File: src/rtl/vifc_pkg.sv
// Package: shared types for the virtual interrupt flag controller.
// Assumes a 2-bit instruction code produced by an upstream decoder.
package vifc_pkg;

    // Interrupt-flag instruction codes.
    typedef enum logic [1:0] {
        OP_CLR  = 2'd0,
        OP_SET  = 2'd1,
        OP_PUSH = 2'd2,
        OP_POP  = 2'd3
    } flag_op_e;

    // Handling mode chosen from IOPL and the enable bit.
    typedef enum logic [1:0] {
        MODE_NATIVE  = 2'd0,
        MODE_VIRTUAL = 2'd1,
        MODE_TRAP    = 2'd2
    } ctl_mode_e;

endpackage

File: src/rtl/vifc_mode_sel.sv
// Module: vifc_mode_sel
// Chooses how interrupt-flag instructions are handled: on the real IF
// when IOPL is at its maximum, on VIF when the extension is enabled and
// IOPL is lower, otherwise by trapping. Purely combinational.
module vifc_mode_sel
    import vifc_pkg::*;
#(
    parameter int IOPL_W = 2
) (
    input  logic [IOPL_W-1:0] iopl,
    input  logic              vme_en,
    output ctl_mode_e         mode
);
    localparam logic [IOPL_W-1:0] IOPL_MAX = {IOPL_W{1'b1}};

    // Map privilege level and enable onto a handling mode.
    always_comb begin
        if (iopl == IOPL_MAX)
            mode = MODE_NATIVE;
        else if (vme_en)
            mode = MODE_VIRTUAL;
        else
            mode = MODE_TRAP;
    end
endmodule

File: src/rtl/vifc_flag_calc.sv
// Module: vifc_flag_calc
// Computes the next flags word, next VIF, push image and fault for one
// instruction in a given handling mode. Assumes the mode is valid for
// the current IOPL. A fault suppresses every state change.
module vifc_flag_calc
    import vifc_pkg::*;
#(
    parameter int FLAGS_W  = 16,
    parameter int IF_POS   = 9,
    parameter int IOPL_POS = 12,
    parameter int IOPL_W   = 2
) (
    input  flag_op_e           op,
    input  ctl_mode_e          mode,
    input  logic [FLAGS_W-1:0] flags_in,
    input  logic               vif_in,
    input  logic               vip_in,
    input  logic [FLAGS_W-1:0] pop_word,
    output logic [FLAGS_W-1:0] nxt_flags,
    output logic               nxt_vif,
    output logic [FLAGS_W-1:0] nxt_push,
    output logic               push_req,
    output logic               fault
);
    localparam logic [FLAGS_W-1:0] IOPL_MASK =
        FLAGS_W'(((1 << IOPL_W) - 1) << IOPL_POS);
    localparam logic [FLAGS_W-1:0] IF_MASK   = FLAGS_W'(1) << IF_POS;
    localparam logic [FLAGS_W-1:0] KEEP_MASK = IOPL_MASK | IF_MASK;

    logic [FLAGS_W-1:0] native_pop;
    logic [FLAGS_W-1:0] virt_pop;
    logic [FLAGS_W-1:0] virt_img;

    // Pop merges: native keeps IOPL; redirected keeps IOPL and IF.
    always_comb begin
        native_pop = (pop_word & ~IOPL_MASK) | (flags_in & IOPL_MASK);
        virt_pop   = (pop_word & ~KEEP_MASK) | (flags_in & KEEP_MASK);
    end

    // Redirected push image: IOPL reads as maximum, IF slot carries VIF.
    always_comb begin
        virt_img         = (flags_in & ~IOPL_MASK) | IOPL_MASK;
        virt_img[IF_POS] = vif_in;
    end

    // Select the result for the instruction and mode, then apply fault.
    always_comb begin
        nxt_flags = flags_in;
        nxt_vif   = vif_in;
        nxt_push  = '0;
        push_req  = 1'b0;
        fault     = 1'b0;
        case (mode)
            MODE_NATIVE: begin
                case (op)
                    OP_CLR:  nxt_flags[IF_POS] = 1'b0;
                    OP_SET:  nxt_flags[IF_POS] = 1'b1;
                    OP_PUSH: begin
                        push_req = 1'b1;
                        nxt_push = flags_in;
                    end
                    default: nxt_flags = native_pop;
                endcase
            end
            MODE_VIRTUAL: begin
                case (op)
                    OP_CLR:  nxt_vif = 1'b0;
                    OP_SET: begin
                        if (vip_in) fault = 1'b1;
                        else        nxt_vif = 1'b1;
                    end
                    OP_PUSH: begin
                        push_req = 1'b1;
                        nxt_push = virt_img;
                    end
                    default: begin
                        if (pop_word[IF_POS] && vip_in) begin
                            fault = 1'b1;
                        end else begin
                            nxt_flags = virt_pop;
                            nxt_vif   = pop_word[IF_POS];
                        end
                    end
                endcase
            end
            default: fault = 1'b1;
        endcase
        if (fault) begin
            nxt_flags = flags_in;
            nxt_vif   = vif_in;
            nxt_push  = '0;
            push_req  = 1'b0;
        end
    end
endmodule

File: src/rtl/vif_flag_ctrl.sv
// Module: vif_flag_ctrl (top)
// Resolves interrupt-flag instructions of a virtual-8086 task against
// the real IF, the virtual VIF, or a general-protection trap, and
// registers the outcome one cycle after the instruction is presented.
// Assumes VIP is owned by software and is never written here.
module vif_flag_ctrl
    import vifc_pkg::*;
#(
    parameter int FLAGS_W  = 16,
    parameter int IF_POS   = 9,
    parameter int IOPL_POS = 12,
    parameter int IOPL_W   = 2
) (
    input  logic               clk,
    input  logic               rst_n,
    input  logic               instr_valid,
    input  logic [1:0]         instr_op,
    input  logic [FLAGS_W-1:0] flags_in,
    input  logic               vif_in,
    input  logic               vip_in,
    input  logic               vme_en,
    input  logic [FLAGS_W-1:0] pop_word,
    output logic               res_valid,
    output logic               gp_fault,
    output logic               push_valid,
    output logic [FLAGS_W-1:0] push_img,
    output logic [FLAGS_W-1:0] flags_out,
    output logic               vif_out
);
    localparam int IOPL_HI = IOPL_POS + IOPL_W - 1;

    ctl_mode_e          mode;
    logic [FLAGS_W-1:0] c_flags;
    logic [FLAGS_W-1:0] c_push;
    logic               c_vif;
    logic               c_push_req;
    logic               c_fault;

    vifc_mode_sel #(.IOPL_W(IOPL_W)) u_mode (
        .iopl   (flags_in[IOPL_HI:IOPL_POS]),
        .vme_en (vme_en),
        .mode   (mode)
    );

    vifc_flag_calc #(
        .FLAGS_W (FLAGS_W),
        .IF_POS  (IF_POS),
        .IOPL_POS(IOPL_POS),
        .IOPL_W  (IOPL_W)
    ) u_calc (
        .op        (flag_op_e'(instr_op)),
        .mode      (mode),
        .flags_in  (flags_in),
        .vif_in    (vif_in),
        .vip_in    (vip_in),
        .pop_word  (pop_word),
        .nxt_flags (c_flags),
        .nxt_vif   (c_vif),
        .nxt_push  (c_push),
        .push_req  (c_push_req),
        .fault     (c_fault)
    );

    // Single-cycle strobes for completion, fault and push.
    always_ff @(posedge clk) begin
        if (!rst_n) begin
            res_valid  <= 1'b0;
            gp_fault   <= 1'b0;
            push_valid <= 1'b0;
        end else begin
            res_valid  <= instr_valid;
            gp_fault   <= instr_valid & c_fault;
            push_valid <= instr_valid & c_push_req;
        end
    end

    // Result data, loaded only when an instruction is presented.
    always_ff @(posedge clk) begin
        if (!rst_n) begin
            flags_out <= '0;
            vif_out   <= 1'b0;
            push_img  <= '0;
        end else if (instr_valid) begin
            flags_out <= c_flags;
            vif_out   <= c_vif;
            push_img  <= c_push;
        end
    end


    trap_hold_chk: assert property (@(posedge clk) disable iff (!rst_n)
        gp_fault |-> (flags_out == $past(flags_in)) && (vif_out == $past(vif_in)));


    fault_needs_valid_chk: assert property (@(posedge clk) disable iff (!rst_n)
        (gp_fault || push_valid) |-> res_valid);


    push_clean_chk: assert property (@(posedge clk) disable iff (!rst_n)
        push_valid |-> !gp_fault);


    vip_block_chk: assert property (@(posedge clk) disable iff (!rst_n)
        (res_valid && vif_out && !$past(vif_in)) |-> !$past(vip_in));


    iopl_keep_chk: assert property (@(posedge clk) disable iff (!rst_n)
        res_valid |-> flags_out[IOPL_HI:IOPL_POS] == $past(flags_in[IOPL_HI:IOPL_POS]));


    virt_if_keep_chk: assert property (@(posedge clk) disable iff (!rst_n)
        (res_valid && $past(mode == MODE_VIRTUAL)) |->
            flags_out[IF_POS] == $past(flags_in[IF_POS]));


    idle_quiet_chk: assert property (@(posedge clk) disable iff (!rst_n)
        !res_valid |-> (!gp_fault && !push_valid));
endmodule

File: config.mk
export PLATFORM = sky130hd
export DESIGN_NAME = vif_flag_ctrl
export DESIGN_NICKNAME = d
export VERILOG_FILES = /design/src/rtl/vifc_pkg.sv /design/src/rtl/vifc_mode_sel.sv /design/src/rtl/vifc_flag_calc.sv /design/src/rtl/vif_flag_ctrl.sv
export SDC_FILE = /design/constraint.sdc
export NUM_CORES = 1
export LEC_CHECK = 0
export BUFFER_PORTS_ARGS = -buffer_cell sky130_fd_sc_hd__buf_2
export CAP_MARGIN = 20
export CELL_PAD_IN_SITES_DETAIL_PLACEMENT = 2
export CELL_PAD_IN_SITES_GLOBAL_PLACEMENT = 2
export CORE_MARGIN = 4
export CORE_UTILIZATION = 26
export DETAILED_ROUTE_END_ITERATION = 8
export PLACE_DENSITY_LB_ADDON = 0.1
export SLEW_MARGIN = 40
export SYNTH_ARGS = -nofsm -noshare
export SYNTH_HDL_FRONTEND = slang
export SYNTH_HIERARCHICAL = 1
export SYNTH_SLANG_ARGS = --single-unit
File: constraint.sdc
create_clock -name clk -period 1.45 [get_ports clk]
set_clock_uncertainty 0.1 [all_clocks]
set_input_delay 0.0725 -clock clk [delete_from_list [all_inputs] [get_ports clk]]
set_output_delay 0.0725 -clock clk [all_outputs]
set_load 0.05 [all_outputs]
# Word-level counts from Yosys, hierarchy flattened
# Index checks and enable logic that the tools add are counted.
# Widths: inputs -> output; s select.
[op_classes]
add_sub_neg = 0
n_mul = 0
div = 0
magnitude_cmp = 0
eq_ne = 4
n_shift = 0
mux = 25
bitwise = 4
n_reduce_logical = 6
[op_table]
columns = ["cell", "count"]
rows = [
  ["$mux 16", 6],
  ["$pmux 16 s2", 2],
  ["$or 16x14->16", 2],
  ["$mux 1", 9],
  ["$mux 9", 1],
  ["$mux 6", 1],
  ["$pmux 1 s3", 2],
  ["$eq 2x1->1 const B", 2],
  ["$eq 2x2->1 const B", 2],
  ["$logic_not 2->1", 2],
  ["$mux 2", 2],
  ["$pmux 1 s2", 2],
  ["$reduce_or 2->1", 2],
  ["$reduce_or 3->1", 1],
  ["$and 1x1->1", 2],
  ["$logic_and 1x1->1", 1],
]
[totals]
regBits = 36
latchBits = 0
mem_bits_rw = 0
romBits = 0
input_bits = 40
out_inout_bits = 36
word_cells = 45
mem_count = 0

# Depth between registers and ports, before layout
[depth]
depth_word = 7
ltp_mapped = 7
ltp_nobuf = 6

# By module
# The synthesis kept the hierarchy.
[by_module_without_submodules]
columns = ["module", "n_inst", "cells_each", "area_per_inst_um2", "seq_area_each_um2"]
rows = [
  ["vif_flag_ctrl", 1, 112, 1358.8, 720.7],
  ["vifc_flag_calc", 1, 50, 449.2, 0.0],
  ["vifc_mode_sel", 1, 2, 16.3, 0.0],
]

# Least setup slack after synthesis
# No wires, ideal clock.
[synth_path]
path_type = "in2reg"
from = "in flags_in[12]"
to = "reg flags_out[10]"
setup_ns = 0.117
arrival_ns = 1.255
required_ns = 1.233
path_slack_ns = -0.023
path_stages = 7
n_path_buf = 1
path_cell_list = "a21oi_1 -> nand3b_1 -> a31oi_4 -> buf_6 -> mux2_4 -> mux2i_1 -> nor2b_1"
[synth_via]
elab_chain_len = 5
elab_cells_between_ends = 7
classes_between = "2 x eq/ne; 4 x mux; 1 x reduce/logical"
[synth_lines]
columns = ["item", "line", "text"]
rows = [
  ["start: declaration", "vif_flag_ctrl.sv:18", "input logic [FLAGS_W-1:0] flags_in,"],
  ["$eq 2x2->1 (*)", "vifc_mode_sel.sv:18", "if (iopl == IOPL_MAX)"],
  ["$mux 2 (*)", "vifc_mode_sel.sv:18", ""],
  ["$eq 2x1->1 or $logic_not 2->1 (tied branches)", "vifc_flag_calc.sv:53", "case (mode)"],
  ["$pmux 16 s2 or $pmux 1 s2 (tied branches)", "vifc_flag_calc.sv:53", ""],
  ["$mux 16 (*)", "vifc_flag_calc.sv:88", "if (fault) begin"],
  ["named net c_flags[10]", "vif_flag_ctrl.sv:33", "logic [FLAGS_W-1:0] c_flags;"],
  ["end signal: assignment", "vif_flag_ctrl.sv:84", "flags_out <= c_flags;"],
  ["end: declaration", "vif_flag_ctrl.sv:27", "output logic [FLAGS_W-1:0] flags_out,"],
]
# The timed path passes the listed nets; every way through them passes the cells marked *.
# A chain may end at the register's enable or synchronous reset.

# Worst setup path in the final report
[layout_path]
from = "in flags_in[12]"
to = "reg flags_out[0]"
[layout_via]
elab_chain_len = 5
elab_cells_between_ends = 7
classes_between = "2 x eq/ne; 4 x mux; 1 x reduce/logical"
[layout_lines]
columns = ["item", "line", "text"]
rows = [
  ["$eq 2x2->1 (*)", "vifc_mode_sel.sv:18", ""],
  ["$mux 2 (*)", "vifc_mode_sel.sv:18", ""],
  ["named net mode[1]", "vif_flag_ctrl.sv:32", "ctl_mode_e mode;"],
  ["$eq 2x1->1 or $logic_not 2->1 (tied branches)", "vifc_flag_calc.sv:53", ""],
  ["$pmux 16 s2 or $pmux 1 s2 (tied branches)", "vifc_flag_calc.sv:53", ""],
  ["$mux 16 (*)", "vifc_flag_calc.sv:88", ""],
  ["named net c_flags[0]", "vif_flag_ctrl.sv:33", ""],
]
# Marks and branches as above.

==> metrics.cfg <==
[route]
drt_iter0_drc = 22
routedWlPerCell_microns = 14.81
routed-via-count = 1445
post_detailed_route_drc_marker_count = 0
drtPass1Iterations = 2
detail-route-antenna-nets = 0
via_per_inst = 4.201
total_routed_length_mm = 5.095

[setup_path]
cp_num_buf_inv = 2
rrSetupSlack_ps = 720
crit_path_end_kind = register
cp_data_required_time_ps = 1520
cp_data_arrival_time_ps = 1390
worstRegToRegCells = 2
path_depth = 8
path_delay_family = multiplexers
crit_type = input pin to register
timing.critical_path.cells = buf_2 > a21oi_2 > nand3b_1 > a31oi_4 > buf_12 > mux2_2 > mux2i_1 > nor2b_1
worstSetupStartpointType = input pin
worst_path_largest_cell_delay_ps = 340
crit_path_max_fo = 12
critical_path_s_slowest_cell = sky130_fd_sc_hd__mux2_2

[clock_network]
bufs_on_longest_clock_path = 2
tritoncts_clock_tree = done
tritoncts_num_sinks = 36
number_of_levels_the_h_tree_was_split_into = 2
tritoncts.num_buffers = 5
post_cts_clock_slew_at_the_launch_and_capture_registers_of_the_worst_setup_and_hold_paths_ps = 70
clkLatencyLatePin_ps = 280
cts.repair_timing.setup_buffer_count = 0
cts_resized = 0
cts_hold_buf = 0
cts_root_buffer = sky130_fd_sc_hd__clkbuf_8

[finish]
fraction_of_final_layout_cells_sized_beyond_drive_strength_1_pct = 46.37
num_antenna_cells = 0
post-route-cell-area_sq_um = 2441
fin_nets = 288
area_delta_synth_final_pct = 33.81
finish.cell_count_without_fillers = 344

[pwr]
worst_ir_drop_vdd_mv = 0.4591
p_total_mw = 2.365
power_density_nw_per_um2 = 969.0
p_leak_nw = 1.196

[logic_synthesis]
ys_dominant_reg_cell = sky130_fd_sc_hd__dfxtp_1
xor_xnor_share_of_the_synthesized_area_pct = 0
synth_area_sq_um = 1824
synth-simple-area-share_pct = 20.23
most_numerous_cell_in_the_yosys_netlist = sky130_fd_sc_hd__dfxtp_1
netlist_top_cells_area = sky130_fd_sc_hd__dfxtp_1, sky130_fd_sc_hd__mux2i_1, sky130_fd_sc_hd__nor2b_1, sky130_fd_sc_hd__mux2_4, sky130_fd_sc_hd__and2_1
syn_inst = 164
synth.avg_cell_area_sq_um = 11.12
synth.ff_latch_count = 36
mappedNetlistNets = 204
netlist-cell-type-count = 25
number_of_enable_flip_flop_cells_after_synthesis = 0
share_of_synthesized_area_occupied_by_flip_flops_and_latches_pct = 39.51
yosys.area.top_type_share_pct = 39.51
synth.yosys.warnings = 6
yosys.area.top_type = sky130_fd_sc_hd__dfxtp_1
synth_compound_area_share_pct = 5.281
synth.cells.most_frequent = sky130_fd_sc_hd__dfxtp_1, sky130_fd_sc_hd__mux2i_1, sky130_fd_sc_hd__nor2b_1, sky130_fd_sc_hd__and2_1, sky130_fd_sc_hd__mux2_4
synthMuxAreaShare_pct = 28.74
synth_top_family_by_area = multiplexers
yosys.area_share.adder_pct = 0
synth_async_sr_flop_share_pct = 0

[floorplanning]
placeableCoreArea_sq_um = 6794
fp.dieArea_sq_um = 8421
initial_utilization_pct = 26.85
design.portCount = 76
chipWidth_microns = 91.77
row_count = 30
die_y_microns = 91.77

[grt]
number_of_antenna_violations_at_the_first_check_in_global_routing = 0
first_global_vias = 1641
grt.total_usage_pct = 12.54
maximum_number_of_pins_on_one_net_before_global_route_repair = 37
first_pass_grt_wire_length_mm = 8.355
globalRoute.totalOverflow = 0

[sta]
timing.fmax_ghz = 0.7575
hold_viol_final = 0
period_share_pct = 91.05
setup-violations-final = 0
relSlewSlack_pct = 82.72
final.setup.tns_ps = 0
worstMarginPinSlew_ps = 259.2
rsz_0062_raised_after_global_routing = false
finalCriticalPeriod_ps = 1320
final_max_slew_viol_count = 0

[flow_run]
cap_viol_max_count = 0

[outcome]
outcome = finished, final reports clean

[placed_design]
routabilityCongestion = 0.7612
placed_cells = 337
buffer_ports.inserted = 73
place.detailed.hpwl_mm = 3.829
placedInstanceArea_sq_um = 2345

[min_path]
hold_path_depth = 4
worstHoldPathType = input pin to register

## layer usage
metal  part of all wire, %  wire [microns]  global-route usage, %  up-vias
li1                      -               -                      -      719
met1                    45            2288                  14.51      681
met2                    48            2434                  21.85       41
met3                   6.5             329                  4.430        4
met4                  0.84              43                  3.342        0
met5                     0               0                      0        -
## report_power, final
group | leakage [nW] | switching, mW | internal (mW)
registers | 0.294 | 0.0211 | 1.03
logic | 0.852 | 0.317 | 0.225
clock network | 0.0503 | 0.347 | 0.423
total | 1.20 | 0.685 | 1.68
## state kept, by name, indices dropped and copies added, names as in the netlist
register / count
flags_out: 16
gp_fault: 1
push_img: 16
push_valid: 1
res_valid: 1
vif_out: 1
## cell type report
class                   instances  area, sq um
flip-flops and latches         36        720.7
fillers                       770         4353
repair buffers                 89        510.5
multi-input cells             116        993.5
clock buffers                   7        96.34
well taps                      96        120.1
## cell usage in the layout, fill, tap and decap left out, drive strengths merged
cell / count
nor3b: 1
nand3b: 2
or3b: 1
a41o: 1
and2: 14
nand2b: 2
a21oi: 3
a21o: 1
o221a: 1
clkbuf: 7
buf: 89
mux2i: 34
and3: 2
o21a: 2
dfxtp: 36
a21boi: 1
nor2: 2
o21ai: 1
mux2: 13
nor2b: 34
a31oi: 1
## through the flow
stage,hold WS (ps),setup slack (ps),utilization (%)
floorplan,100.7,0.5904,-
global placement,356.3,-120.2,34.51
detailed placement,372.5,-180.7,34.51
CTS,74.54,123.7,35.93
global route,91.44,47.30,35.93
finish,80.79,129.8,35.93
## path summary, 6_finish.rpt
path,start,to
worst min register to register,flags_out[12],flags_out[12]
worst min-delay path,pop_word[1],flags_out[1]
worst max register to register,flags_out[0],flags_out[0]
worst max-delay path,flags_in[12],flags_out[0]
## worst register-to-register path: stages, from the launching register on
cell and delay (ps):
sky130_fd_sc_hd__dfxtp_1 350, sky130_fd_sc_hd__mux2i_1 80, sky130_fd_sc_hd__nor2b_1 140
## logic make-up (layout without fill, tap and decap cells)
family                 Yosys count  count (layout)
multiplexers                    47              47
buffers and inverters           12              96
AND/OR/NAND/NOR                 58              58
flip-flops                      36              36
AO/OA/AOI/OAI                   11              11
No activity file was read; power rests on OpenSTA's default activity.
